===== config.mk =====
export PLATFORM = sky130hd
export DESIGN_NAME = tiler_list_sizer
export DESIGN_NICKNAME = d
export VERILOG_FILES = /design/src/rtl/tls_pkg.sv /design/src/rtl/tls_tile_count.sv /design/src/rtl/tls_align.sv /design/src/rtl/tiler_list_sizer.sv
export SDC_FILE = /design/constraint.sdc
export NUM_CORES = 1
export LEC_CHECK = 0
export ABC_AREA = 1
export BUFFER_PORTS_ARGS = -buffer_cell sky130_fd_sc_hd__clkbuf_2
export CAP_MARGIN = 0
export CORE_ASPECT_RATIO = 2
export CORE_UTILIZATION = 50
export CTS_CLUSTER_DIAMETER = 30
export DETAILED_ROUTE_END_ITERATION = 8
export HOLD_SLACK_MARGIN = 0.02
export PLACE_DENSITY = 0.66
export REMOVE_ABC_BUFFERS = 1
export SYNTH_ARGS = -nofsm -noshare
export SYNTH_HDL_FRONTEND = slang
export SYNTH_HIERARCHICAL = 1
export SYNTH_SLANG_ARGS = --single-unit

===== constraint.sdc =====
create_clock -name clk -period 13 [get_ports clk]
set_clock_uncertainty 0.2 [all_clocks]
set_input_delay 0.65 -clock clk [delete_from_list [all_inputs] [get_ports clk]]
set_output_delay 0.65 -clock clk [all_outputs]
set_load 0.02 [all_outputs]

===== src/rtl/tls_pkg.sv =====
package tls_pkg;
    typedef enum logic [1:0] {
        S_IDLE = 2'd0,
        S_HIER = 2'd1,
        S_FLAT = 2'd2,
        S_FIN  = 2'd3
    } tls_state_t;
endpackage


===== src/rtl/tls_tile_count.sv =====
module tls_tile_count #(
    parameter int DIM_W = 16,
    parameter int SH_W  = 4,
    localparam int CNT_W = 2 * (DIM_W + 1)
) (
    input  logic [DIM_W-1:0] w_i,
    input  logic [DIM_W-1:0] h_i,
    input  logic [SH_W-1:0]  shx_i,
    input  logic [SH_W-1:0]  shy_i,
    output logic [CNT_W-1:0] count_o
);
    localparam logic [DIM_W:0] ONE = 1;

    logic [DIM_W:0] mx, my, cx, cy;

    always_comb begin
        mx = (ONE << shx_i) - ONE;
        my = (ONE << shy_i) - ONE;
        cx = ({1'b0, w_i} + mx) >> shx_i;
        cy = ({1'b0, h_i} + my) >> shy_i;
        count_o = CNT_W'(cx) * CNT_W'(cy);
    end

    // a non-empty frame always yields at least one tile
    always_comb begin
        if (w_i != '0 && h_i != '0) begin
            p_count_nonzero_r7: assert (count_o != '0);
        end
    end
endmodule


===== src/rtl/tls_align.sv =====
module tls_align #(
    parameter int VAL_W   = 40,
    parameter int ALIGN_SH = 9
) (
    input  logic [VAL_W-1:0] val_i,
    input  logic             up_i,
    output logic [VAL_W-1:0] val_o
);
    localparam logic [VAL_W-1:0] ONE = 1;
    localparam logic [VAL_W-1:0] LOW = (ONE << ALIGN_SH) - ONE;

    logic [VAL_W-1:0] rounded_up, floored_plus;

    always_comb begin
        rounded_up   = (val_i + LOW) & ~LOW;
        floored_plus = (val_i & ~LOW) + (LOW + ONE);
        val_o        = up_i ? rounded_up : floored_plus;
    end
endmodule


===== src/rtl/tiler_list_sizer.sv =====
module tiler_list_sizer #(
    parameter int DIM_W      = 16,
    parameter int SIZE_W     = 32,
    parameter int CFG_W      = 12,
    parameter int LEVELS     = 8,
    parameter int BASE_SH    = 4,
    parameter int EXP_W      = 3,
    parameter int WEXP_LSB   = 0,
    parameter int HEXP_LSB   = 6,
    parameter int PROLOGUE   = 64,
    parameter int HDR_SH     = 3,
    parameter int FULL_SH    = 9,
    parameter int ALIGN_SH   = 9,
    parameter int ACC_W      = 40
) (
    input  logic              clk,
    input  logic              rst_n,
    input  logic              start_i,
    input  logic [DIM_W-1:0]  width_i,
    input  logic [DIM_W-1:0]  height_i,
    input  logic [CFG_W-1:0]  cfg_i,
    input  logic              hier_i,
    input  logic              full_i,
    output logic              done_o,
    output logic [SIZE_W-1:0] size_o
);
    import tls_pkg::*;

    localparam int LVL_W = (LEVELS > 1) ? $clog2(LEVELS) : 1;
    localparam int SH_W  = $clog2(BASE_SH + LEVELS + (1 << EXP_W) + 1);
    localparam int CNT_W = 2 * (DIM_W + 1);
    localparam logic [LVL_W-1:0] LAST_LVL = LVL_W'(LEVELS - 1);

    typedef struct packed {
        tls_state_t        state;
        logic [LVL_W-1:0]  lvl;
        logic [ACC_W-1:0]  acc;
        logic [DIM_W-1:0]  w;
        logic [DIM_W-1:0]  h;
        logic [CFG_W-1:0]  cfg;
        logic              hier;
        logic              full;
        logic              done;
        logic [SIZE_W-1:0] size;
    } regs_t;

    regs_t r_d, r_q;

    logic [SH_W-1:0]  shx, shy;
    logic [CNT_W-1:0] tiles;
    logic [ACC_W-1:0] level_bytes;
    logic [ACC_W-1:0] aligned;

    always_comb begin
        if (r_q.hier) begin
            shx = SH_W'(BASE_SH) + SH_W'(r_q.lvl);
            shy = SH_W'(BASE_SH) + SH_W'(r_q.lvl);
        end else begin
            shx = SH_W'(BASE_SH) + SH_W'(r_q.cfg[WEXP_LSB +: EXP_W]);
            shy = SH_W'(BASE_SH) + SH_W'(r_q.cfg[HEXP_LSB +: EXP_W]);
        end
    end

    tls_tile_count #(.DIM_W(DIM_W), .SH_W(SH_W)) u_count (
        .w_i     (r_q.w),
        .h_i     (r_q.h),
        .shx_i   (shx),
        .shy_i   (shy),
        .count_o (tiles)
    );

    assign level_bytes = ACC_W'(tiles) << (r_q.full ? FULL_SH : HDR_SH);

    tls_align #(.VAL_W(ACC_W), .ALIGN_SH(ALIGN_SH)) u_align (
        .val_i (r_q.acc),
        .up_i  (r_q.hier),
        .val_o (aligned)
    );

    always_comb begin
        r_d      = r_q;
        r_d.done = 1'b0;
        unique case (r_q.state)
            S_IDLE: begin
                if (start_i) begin
                    r_d.w     = width_i;
                    r_d.h     = height_i;
                    r_d.cfg   = cfg_i;
                    r_d.hier  = hier_i;
                    r_d.full  = full_i;
                    r_d.lvl   = '0;
                    r_d.acc   = hier_i ? ACC_W'(PROLOGUE) : '0;
                    r_d.state = hier_i ? S_HIER : S_FLAT;
                end
            end
            S_HIER: begin
                if (r_q.cfg[r_q.lvl]) begin
                    r_d.acc = r_q.acc + level_bytes;
                end
                r_d.lvl = r_q.lvl + LVL_W'(1);
                if (r_q.lvl == LAST_LVL) begin
                    r_d.state = S_FIN;
                end
            end
            S_FLAT: begin
                r_d.acc   = level_bytes;
                r_d.state = S_FIN;
            end
            S_FIN: begin
                r_d.size  = aligned[SIZE_W-1:0];
                r_d.done  = 1'b1;
                r_d.state = S_IDLE;
            end
            default: r_d.state = S_IDLE;
        endcase
    end

    always_ff @(posedge clk or negedge rst_n) begin
        if (!rst_n) begin
            r_q <= '0;
        end else begin
            r_q <= r_d;
        end
    end

    assign done_o = r_q.done;
    assign size_o = r_q.size;

    // strobe lasts a single cycle
    p_done_pulse_r9: assert property (@(posedge clk) disable iff (!rst_n)
        done_o |=> !done_o);

    // result only moves together with the strobe
    p_size_hold_r9: assert property (@(posedge clk) disable iff (!rst_n)
        !done_o |-> $stable(size_o));

    // a request during a run leaves the latched operands alone
    p_ignore_busy_r10: assert property (@(posedge clk) disable iff (!rst_n)
        (r_q.state != S_IDLE && start_i) |=>
            ($stable(r_q.cfg) && $stable(r_q.w) && $stable(r_q.h) && $stable(r_q.hier)));

    // both modes end on a 512-byte boundary
    p_aligned_r4: assert property (@(posedge clk) disable iff (!rst_n)
        done_o |-> (size_o[ALIGN_SH-1:0] == '0));

    // flat mode spends one cycle computing before finishing
    p_flat_latency_r8: assert property (@(posedge clk) disable iff (!rst_n)
        (r_q.state == S_FLAT) |=> (r_q.state == S_FIN));

    // the finishing cycle always raises the strobe
    p_fin_strobe_r8: assert property (@(posedge clk) disable iff (!rst_n)
        (r_q.state == S_FIN) |=> done_o);
endmodule


; Word level (Yosys, flattened, before mapping)
; Index checks and enable logic that the tools add are counted.
; W data, S select, Z words.
[op_classes]
n_addsub = 11
multipliers = 1
div_mod_pow = 0
n_lt_le_gt_ge = 1
n_eq_ne = 7
shifts = 5
n_mux = 15
n_bitwise = 0
reduce_logical = 7
[op_table]
columns = operator, count
row1 = $pmux W40 S3, 1
row2 = $mux W91, 1
row3 = $add A40 B40 Y40, 1
row4 = $mux W40, 1
row5 = $shl A34 B4 Y40, 1
row6 = $add A16 B17 Y17, 2
row7 = $mul A17 B17 Y34, 1
row8 = $shl A1 B4 Y17 const A, 2
row9 = $shr A17 B4 Y17, 2
row10 = $sub A17 B1 Y17 const B, 2
row11 = $mux W33, 1
row12 = $add A32 B10 Y32 const B, 1
row13 = $add A32 B9 Y32 const B, 1
row14 = $mux W32, 1
row15 = $add A3 B3 Y4 const A, 3
row16 = $mux W4, 3
row17 = $pmux W2 S4, 1
row18 = $mux W7, 1
row19 = $ne A2 B2 Y1 const B, 3
row20 = $pmux W3 S2, 1
row21 = $reduce_and A2 Y1, 3
row22 = $lt A3 B5 Y1 const B, 1
row23 = $eq A2 B2 Y1 const B, 2
row24 = $mux W2, 2
row25 = 9 further kinds, 9
[totals]
register_bits = 124
latchBits = 0
ram_bits = 0
mem_bits_ro = 0
in_bits = 49
out_inout_bits = 33
wordCells = 57
n_memories = 0

; Longest topological paths before layout
[logic_depth]
word_depth = 11
depth_mapped = 69
depth_no_buf = 66

; Cells and area by module
; The synthesis kept the hierarchy.
[modules_own_cells]
columns = mod, instances, cells_per_inst, area_per_inst_um2
row1 = tls_tile_count, 1, 2176, 14630.3
row2 = tiler_list_sizer, 1, 1088, 8287.9
row3 = tls_align, 1, 223, 1126.1

; Worst setup path before layout
; No wires, ideal clock.
[synth_timing]
kind = register to register
from = reg r_q[34] (netlist name)
to = reg r_q[114] (netlist name)
t_arrival_ps = 10041
required_ps = 12684
setup_slack_ps = 2642
path_stages_with_launch = 67
path_buffers = 4
synth_period_minus_slack_ps = 10358
path_cell_list = dfrtp_1 clkbuf_1 nand2_1 o21ai_0 inv_1 buf_2 nor2_2 clkbuf_1 nand2_1 ha_1 inv_1 ha_1 inv_1 fa_1 inv_1 nand2_1 nand2_1 nand3_1 [... 31 more ...] nand2_1 xor2_1 nand2_1 nand2_1 ha_1 nand2_1 nor2_1 inv_1 nor2_1 inv_1 nor4_1 nand2_1 nand2_1 nand2_1 nand2_1 o21ai_1 nand2_1 nand2_1
[synth_between]
elab_chain_cells = 10
[synth_lines]
columns = item, line_no
row1 = "start, declared", tiler_list_sizer.sv:47  ; regs_t r_d, r_q;
row2 = "start signal, assigned", tiler_list_sizer.sv:122  ; r_q <= r_d;
row3 = $mux W4 (*), tiler_list_sizer.sv:55  ; if (r_q.hier) begin
row4 = named net shx[2], tiler_list_sizer.sv:49  ; logic [SH_W-1:0] shx, shy;
row5 = $shl A1 B4 Y17, tls_tile_count.sv:17  ; mx = (ONE << shx_i) - ONE;
row6 = $sub A17 B1 Y17, tls_tile_count.sv:17
row7 = $add A16 B17 Y17, tls_tile_count.sv:19  ; cx = ({1'b0, w_i} + mx) >> shx_i;
row8 = $shr A17 B4 Y17 (*), tls_tile_count.sv:19
row9 = $mul A17 B17 Y34 (*), tls_tile_count.sv:21  ; count_o = CNT_W'(cx) * CNT_W'(cy);
row10 = named net tiles[30], tiler_list_sizer.sv:50  ; logic [CNT_W-1:0] tiles;
row11 = $shl A34 B4 Y40 (*), tiler_list_sizer.sv:72  ; assign level_bytes = ACC_W'(tiles) << (r_q.full ? FULL_SH : HDR_SH);
row12 = $add A40 B40 Y40, tiler_list_sizer.sv:98  ; r_d.acc = r_q.acc + level_bytes;
row13 = $mux W40, tiler_list_sizer.sv:97  ; if (r_q.cfg[r_q.lvl]) begin
row14 = $pmux W40 S3 (*), tiler_list_sizer.sv:83  ; unique case (r_q.state)
; Mark *: on every way through the listed nets, which the timed path passes. The rest lies on a longest branch. The select of a mux whose other input is x is not followed.
; A chain may end at the register's enable or synchronous reset.

; Final worst setup path
[layout_timing]
from = reg r_q[34] (netlist name)
to = reg r_q[100] (netlist name)
; Same word-level chain as after synthesis.

==> results.ini <==
[outcome]
status=complete, no violations

[route]
viasPerCell=5.47
drc=0
wirelength_mm=73.4
ant_nets=0
wl_per_cell_um=19.6
vias=20500
drt_iter0_markers=1027
first_pass_iters=5

[clocking]
cts_buffers=17
clock-sinks=113
cts.path.max_buffers=2
clk_pin_slew_ns=0.07
clk_latency_ns=0.46
cts.htree.levels=4
cts_tree=done
root_buffer=clkbuf_16

[min_path]
hp-class=input port to async pin

[critical_path]
crit_family=adder cells
critical_path_class=flop to flop
crit_fanout=15
path_buf_inv=11
cp.arrival_ns=12.46
crit_top_cell=nand2_1
critPathSlowestCell=a21oi_2
critPathCaptureType=flop
cpPeakStageDelay_ns=0.61
critPathLaunchType=flop
worst_ep_required_time_ns=13.13

[sta]
tightest_slew_ns=1.16
finalCritPeriodShare=0.948
fin_crit_ns=12.33
setup_viol=0
slew_violations=0
rsz0062_at_grt=no
relSlewSlack=0.225
fin_setup_tns_ns=0
final-hold-violation-count=0
max_freq_mhz=81.1

[finish]
stdcell_count=3755
nNetsFinal=3646
drive_above_1_share=0.130
num_antenna_cells=0
final.fill_count=4385
area_delta_synth_final_pct=6.13
postLayoutCellArea_um2=23400

[floorplanning]
dieArea_um2=45100
die_h_um=299
chipWidth_um=151
coreArea_um2=43500
io_pins=82
floorplan.rows=108
initial_core_util=0.507

[synthesis]
ys_warn_count=6
synthCells=3149
synth.avg_cell_area_um2=7.01
synth_area_um2=22100

[global_route]
antenna_found_initial=0
grt_overflow=0
track_usage=0.343
grt_pass1_vias=21800
grt_max_degree=61
grt_pass1_wl_mm=114

[flow_run]
max_cap_viol_count=0

[placement]
gp_congestion=1.00
portBuffers=78
placed_area_um2=22800
dp.cells=3723
hpwlAfterDp_mm=61.9

-- cells in the final DEF, fill, tap and decap left out, types with 18 or more instances in the layout --
master,n
xor2_1,32
fa_1,222
nor2_2,41
inv_1,606
nand3_1,249
nand2_2,37
conb_1,19
clkbuf_2,77
nor2_1,223
nand4_1,29
dfrtp_1,112
buf_4,59
a21oi_1,100
inv_2,27
o21ai_0,80
xnor2_1,18
nand2_1,831
ha_1,183
nand3_2,32
mux2_2,69
-- routing by layer --
layer,up-vias,track usage,part of all wire
met5,-,0,0
li1,9732,-,-
met2,691,0.652,0.55
met3,328,0.0390,0.037
met4,0,0.312,0.11
met1,9781,0.306,0.31
-- path summary, 6_finish.rpt --
path	start	end	slack [ns]	cells past startpoint
hold / removal	rst_n	r_q[107]	0.1	1
setup / recovery	r_q[34]	r_q[100]	0.67	50
setup reg to reg	r_q[34]	r_q[100]	0.67	50
max in group asynchronous	rst_n	r_q[34]	11.24	2
min in group clk	width_i[13]	r_q[76]	0.23	2
hold reg to reg	size_o[30]	size_o[30]	0.31	1
-- flip-flops by register name, indices dropped and copies added (netlist names) --
name and flops:
r_q 80, done_o 1, size_o 32
-- stage by stage --
step,hold slack [ns],utilization,worst slack [ns]
2_1_floorplan,0.154,-,1.09
3_3_place_gp,0.289,0.525,0.978
3_5_place_dp,0.294,0.525,0.849
4_1_cts,0.0992,0.538,0.791
5_1_grt,0.172,0.539,0.128
6_report,0.0977,0.539,0.670
-- area by class of cell --
| type | instances | area (um2) | area share |
|---|---|---|---|
| clock buffer | 17 | 425 | 0.0182 |
| clock inverter | 15 | 163 | 0.00694 |
| inverter | 637 | 2400 | 0.102 |
| multi-input combinational | 2287 | 16100 | 0.687 |
| sequential | 113 | 2830 | 0.121 |
| tap | 550 | 688 | 0.0294 |
| timing repair buffer | 136 | 828 | 0.0353 |
-- timing repair --
action / 4_1_cts / 5_1_grt
hold buffers: 0 / 0
setup endpoints to repair: 0 / 6
resized for setup: 0 / 2
setup buffers: 0 / 0
Power is left out: the tool's default activity adds up to more than one toggle a clock period on the data nets, which glitch-free logic cannot reach.
